===== src/rtl/cdiv_pkg.sv =====
package cdiv_pkg;

  typedef enum logic [1:0] {
    SYNC_OFF   = 2'd0,
    SYNC_EVERY = 2'd1,
    SYNC_ONCE  = 2'd2
  } sync_mode_e;

  // ratios that are not 1, 2 or 4 need downstream duty correction
  function automatic logic needs_duty_fix(input int unsigned n);
    return !(n == 1 || n == 2 || n == 4);
  endfunction

endpackage


===== src/rtl/cdiv_sync_edge.sv =====
module cdiv_sync_edge #(
  parameter int unsigned STAGES = 2
) (
  input  logic clk_i,
  input  logic rst_ni,
  input  logic d_i,
  output logic rise_o
);

  logic [STAGES:0] sh_q;

  for (genvar g = 0; g <= STAGES; g++) begin : g_stage
    always_ff @(posedge clk_i or negedge rst_ni) begin
      if (!rst_ni) sh_q[g] <= 1'b0;
      else if (g == 0) sh_q[g] <= d_i;
      else sh_q[g] <= sh_q[(g == 0) ? 0 : g-1];
    end
  end

  // last stage only serves edge detection
  assign rise_o = sh_q[STAGES-1] & ~sh_q[STAGES];

endmodule


===== src/rtl/cdiv_ctrl.sv =====
module cdiv_ctrl
  import cdiv_pkg::*;
#(
  parameter int unsigned RATIO_W = 3
) (
  input  logic               clk_i,
  input  logic               rst_ni,
  input  logic               cfg_we_i,
  input  logic [RATIO_W-1:0] cfg_ratio_i,
  input  logic               cfg_sync_en_i,
  input  logic               cfg_sync_once_i,
  input  logic               sync_rise_i,
  output logic [RATIO_W-1:0] ratio_pend_o,
  output logic               realign_o,
  output logic               once_o,
  output logic               armed_o,
  output logic               seen_o
);

  sync_mode_e         mode_q, mode_d;
  logic [RATIO_W-1:0] ratio_q;
  logic               armed_q, seen_q;

  always_comb begin
    if (!cfg_sync_en_i)      mode_d = SYNC_OFF;
    else if (cfg_sync_once_i) mode_d = SYNC_ONCE;
    else                     mode_d = SYNC_EVERY;
  end

  assign realign_o = sync_rise_i &
                     ((mode_q == SYNC_EVERY) | ((mode_q == SYNC_ONCE) & armed_q));

  always_ff @(posedge clk_i or negedge rst_ni) begin
    if (!rst_ni) begin
      ratio_q <= '0;
      mode_q  <= SYNC_OFF;
      armed_q <= 1'b0;
      seen_q  <= 1'b0;
    end else if (cfg_we_i) begin
      // a write wins over a coincident realignment for arming and status
      ratio_q <= cfg_ratio_i;
      mode_q  <= mode_d;
      armed_q <= 1'b1;
      seen_q  <= 1'b0;
    end else begin
      if (realign_o) seen_q <= 1'b1;
      if (realign_o && mode_q == SYNC_ONCE) armed_q <= 1'b0;
    end
  end

  assign ratio_pend_o = ratio_q;
  assign once_o       = (mode_q == SYNC_ONCE);
  assign armed_o      = armed_q;
  assign seen_o       = seen_q;

endmodule


===== src/rtl/cdiv_core.sv =====
module cdiv_core
  import cdiv_pkg::*;
#(
  parameter int unsigned RATIO_W = 3
) (
  input  logic               clk_i,
  input  logic               rst_ni,
  input  logic [RATIO_W-1:0] ratio_pend_i,
  input  logic               realign_i,
  output logic               div_clk_o,
  output logic               div_en_o,
  output logic               duty_fix_o
);

  localparam int unsigned HL_W = RATIO_W + 1;

  logic [RATIO_W-1:0] cnt_q, cnt_d, act_q, act_d;
  logic [HL_W-1:0]    high_len;
  logic               load, clk_q, en_q, fix_q;

  // pending ratio is only applied at a period boundary
  assign load  = realign_i | (cnt_q == act_q);
  assign cnt_d = load ? '0 : cnt_q + 1'b1;
  assign act_d = load ? ratio_pend_i : act_q;

  // high phase = ceil(N/2) = (act+2)>>1
  assign high_len = ({1'b0, act_d} + HL_W'(2)) >> 1;

  always_ff @(posedge clk_i or negedge rst_ni) begin
    if (!rst_ni) begin
      cnt_q <= '0;
      act_q <= '0;
      clk_q <= 1'b1;
      en_q  <= 1'b1;
      fix_q <= 1'b0;
    end else begin
      cnt_q <= cnt_d;
      act_q <= act_d;
      clk_q <= ({1'b0, cnt_d} < high_len);
      en_q  <= (cnt_d == '0);
      fix_q <= needs_duty_fix(32'(act_d) + 32'd1);
    end
  end

  assign div_clk_o  = clk_q;
  assign div_en_o   = en_q;
  assign duty_fix_o = fix_q;

endmodule


===== src/rtl/sync_clk_div.sv =====
module sync_clk_div
  import cdiv_pkg::*;
#(
  parameter int unsigned RATIO_W     = 3,
  parameter int unsigned SYNC_STAGES = 2
) (
  input  logic               clk_i,
  input  logic               rst_ni,
  input  logic               sync_raw_i,
  input  logic               cfg_we_i,
  input  logic [RATIO_W-1:0] cfg_ratio_i,
  input  logic               cfg_sync_en_i,
  input  logic               cfg_sync_once_i,
  output logic               div_clk_o,
  output logic               div_en_o,
  output logic               duty_fix_req_o,
  output logic               sync_seen_o
);

  logic               sync_rise, realign, sync_once, armed;
  logic [RATIO_W-1:0] ratio_pend;

  cdiv_sync_edge #(.STAGES(SYNC_STAGES)) u_sync (
    .clk_i  (clk_i),
    .rst_ni (rst_ni),
    .d_i    (sync_raw_i),
    .rise_o (sync_rise)
  );

  cdiv_ctrl #(.RATIO_W(RATIO_W)) u_ctrl (
    .clk_i           (clk_i),
    .rst_ni          (rst_ni),
    .cfg_we_i        (cfg_we_i),
    .cfg_ratio_i     (cfg_ratio_i),
    .cfg_sync_en_i   (cfg_sync_en_i),
    .cfg_sync_once_i (cfg_sync_once_i),
    .sync_rise_i     (sync_rise),
    .ratio_pend_o    (ratio_pend),
    .realign_o       (realign),
    .once_o          (sync_once),
    .armed_o         (armed),
    .seen_o          (sync_seen_o)
  );

  cdiv_core #(.RATIO_W(RATIO_W)) u_core (
    .clk_i        (clk_i),
    .rst_ni       (rst_ni),
    .ratio_pend_i (ratio_pend),
    .realign_i    (realign),
    .div_clk_o    (div_clk_o),
    .div_en_o     (div_en_o),
    .duty_fix_o   (duty_fix_req_o)
  );

endmodule


===== config.mk =====
export PLATFORM = sky130hd
export DESIGN_NAME = sync_clk_div
export DESIGN_NICKNAME = d
export VERILOG_FILES = /design/src/rtl/cdiv_pkg.sv /design/src/rtl/cdiv_sync_edge.sv /design/src/rtl/cdiv_ctrl.sv /design/src/rtl/cdiv_core.sv /design/src/rtl/sync_clk_div.sv
export SDC_FILE = /design/constraint.sdc
export NUM_CORES = 1
export LEC_CHECK = 0
export BUFFER_PORTS_ARGS = -buffer_cell sky130_fd_sc_hd__buf_4
export CORE_MARGIN = 8
export CORE_UTILIZATION = 45
export DETAILED_ROUTE_END_ITERATION = 10
export GPL_ROUTABILITY_DRIVEN = 1
export PLACE_DENSITY = 0.65
export SLEW_MARGIN = 20
export SYNTH_ARGS = -nofsm -noshare
export SYNTH_HDL_FRONTEND = slang
export SYNTH_SLANG_ARGS = --single-unit

===== constraint.sdc =====
create_clock -name clk_i -period 6.9 [get_ports clk_i]
set_input_delay 0.345 -clock clk_i [delete_from_list [all_inputs] [get_ports clk_i]]
set_output_delay 0.345 -clock clk_i [all_outputs]
set_load 0.05 [all_outputs]

==> summary.txt <==
critical path peak fanout = 6
routed via count = 560
syn_nets = 84
Hold Crit Start = sync_raw_i
layout cell share with drive strength beyond 1 = 0.3448
Synth top area share = 0.4670
Worst Setup Start Kind = register
GP Congestion = 0.7885
PostCTS Resize Cnt = 0
mux share of post-synthesis cell area = 0.09753
Worst-Skew Late Latency = 290 ps
Power Density = 499.5 nW/µm²
mean area per synthesized cell = 12.83 µm²
prevailing post-synth register cell = dfrtp_1
vias per cell = 4.912
clock-pin slew on the worst setup and hold paths = 100 ps
dominant cells by area after synthesis = dfrtp_1 47%, dfstp_2 5.8%, ha_1 5.5%
post-synth cell types = 30
Compound-Gate Fraction of Synth Area = 0.09478
Worst VDD drop = 265.8 µV
pre-CTS WS = 4317 ps
Die H = 60.99 µm
CP Class = reg -> reg
FMAX = 380.0 MHz
CTS sink cnt = 19
Nets = 101
initial antenna violation count = 0
max-slew violation count = 0
area leader, netlist = dfrtp_1
Post-Synth XOR/XNOR Area = 0.03846
Clock Tree Root = clkbuf_4
Core ar. = 1942 µm²
first-pass GRT wire length = 2601 µm
FILL cells = 181
met1 usage = 0.1017
post-synthesis simple-gate area fraction = 0.1690
leakage = 0.0004818 µW
post-layout worst setup margin = 4269 ps
die width = 60.99 µm
Hold Fails Final Rpt = 0
worst-margin pin slew = 295.5 ps
final WL = 1424 µm
RSZ-0062 raised after global routing = no
maxcap violations = 0
Worst setup EP type = register
Top Ports = 13
gr usage total = 0.09454
area of the mapped netlist = 910.9 µm²
EDFF count, synth = 0
Routed WL per cell = 12.49 µm
port buffer count = 12
GR Overflow Total = 0
CP Data Arrival Time = 2850 ps
Design Power = 533.1 µW
reg-to-reg critical path startpoint = u_core.act_q[2]
1st-pass router iterations = 2
DRT iter0 DRCs = 2
vias in the first global route = 599
largest net degree at the start of global routing = 20
post-route setup TNS = 0 ps
Initial Utilization = 0.4691
CTS tree = done
Yosys warnings = 0
diodes inserted = 0
Num CTS Buffers = 3
M2 GR Usage = 0.1629
Cells after Synth = 71
antenna-violating nets left = 0
flops & latches, synth = 19
HP Class = in -> reg
Critical Path Start = u_core.act_q[2]
final number of setup-violating endpoints = 0
adder and majority gate portion of the synthesized area = 0.05495
most frequent cells in the layout = 17 x dfrtp_1, 12 x buf_4, 4 x xnor2_1, 4 x inv_1, 4 x ha_1
status = complete, no violations
Finished Core Util = 0.5496
Post-synth ARST share = 1.000
Core Rows = 16
DRC viols = 0
GRT busiest layer = met2
Area Growth Syn to Fin = 17.17%
Seq/Total Area, Yosys = 0.5247
CP Data Required Time = 7120 ps
slew margin rel. = 0.8015
H-Tree Level Count = 1
commonest non-fill, non-tap cell in the layout = dfrtp_1
fin crit share = 0.3814
dpl hpwl = 1098 µm
Bufs on Longest Clock Path = 2
grt met3 use = 0.02119
post-layout min period = 2631 ps
main combinational cell family by area after synthesis = simple AND/OR/NAND/NOR gates
die area = 3720 µm²
Worst Skew = 5.961 ps
## synthesized netlist by cell type (all sizes together) (3+ instances only)
master,instances
xnor2,4
mux2,6
dfrtp,17
a211oi,3
nor2,4
ha,4
inv,4
o21ai,3
nand3b,3
nand2b,3
## registers in the layout, indices dropped and copies added (netlist names)
signal	cells
u_core.act_q	3
u_core.cnt_q	3
u_core.div_clk_o	1
u_core.div_en_o	1
u_core.duty_fix_o	1
u_ctrl.armed_o	1
u_ctrl.mode_q	2
u_ctrl.ratio_pend_o	3
u_ctrl.seen_o	1
u_sync.sh_q	3
## report_power, final
group	switching (µW)	internal [µW]	leakage [µW]
clock network	31.1	22.5	0.0000150
logic	152	151	0.000244
registers	27.0	149	0.000223
## per-stage QoR
| stage | hold slack (ps) | instances | instance area, µm² |
|---|---|---|---|
| after floorplan | 49.41 | 71 | 910.9 |
| after global placement | 230.4 | 109 | 1031 |
| after detailed placement | 235.1 | 109 | 1031 |
| after CTS | 144.0 | 114 | 1067 |
| after global routing | 138.3 | 114 | 1067 |
| final | 157.8 | 114 | 1067 |
## area by class of cell
| cell class | instances | area (µm²) | share of cell area |
|---|---|---|---|
| Inverter | 4 | 15.01 | 0.01407 |
| Clock buffer | 4 | 26.28 | 0.02462 |
| Sequential cell | 19 | 478.0 | 0.4478 |
| Timing Repair Buffer | 13 | 100.1 | 0.09379 |
| Tap cell | 27 | 33.78 | 0.03165 |
| Multi-Input combinational cell | 47 | 414.1 | 0.3880 |
## per-layer routing
metal	part of all wire	wire length (µm)
met1	0.42	603
met4	0.024	34
met5	0	0
met3	0.034	49
met2	0.52	736
## path summary, 6_finish.rpt
| kind | cells after the start | slack, ps | to |
|---|---|---|---|
| setup / recovery | 11 | 4270 | u_core.div_clk_o |
| min in group asynchronous | 2 | 440 | u_core.act_q[2] |
| hold / removal | 1 | 160 | u_sync.sh_q[0] |
| hold reg to reg | 0 | 360 | u_sync.sh_q[1] |
| max in group asynchronous | 2 | 6200 | u_core.div_clk_o |
| setup reg to reg | 11 | 4270 | u_core.div_clk_o |
## critical path: stages, from the launching register on
cell,delay [ps]
dfrtp_1,430
xnor2_1,170
and3_4,200
nor2_4,200
mux2_4,340
ha_1,280
inv_1,40
ha_1,280
nand2_1,90
nor3b_1,50
a221o_1,340
a22oi_1,140
## cells by family after synthesis
kind of cell	count (synthesis)
AO/OA/AOI/OAI	11
XOR/XNOR	4
adder cells (fa/ha/maj)	4
buffers and inverters	5
flip-flops	19
multiplexers	7
AND/OR/NAND/NOR	21
## repair_timing
action / CTS / global route
hold buffers: 1 / 0
setup buffers: 0 / 0
endpoints found under the hold margin: 17 / 0
Note: power is estimated with default switching activity, not from simulation.
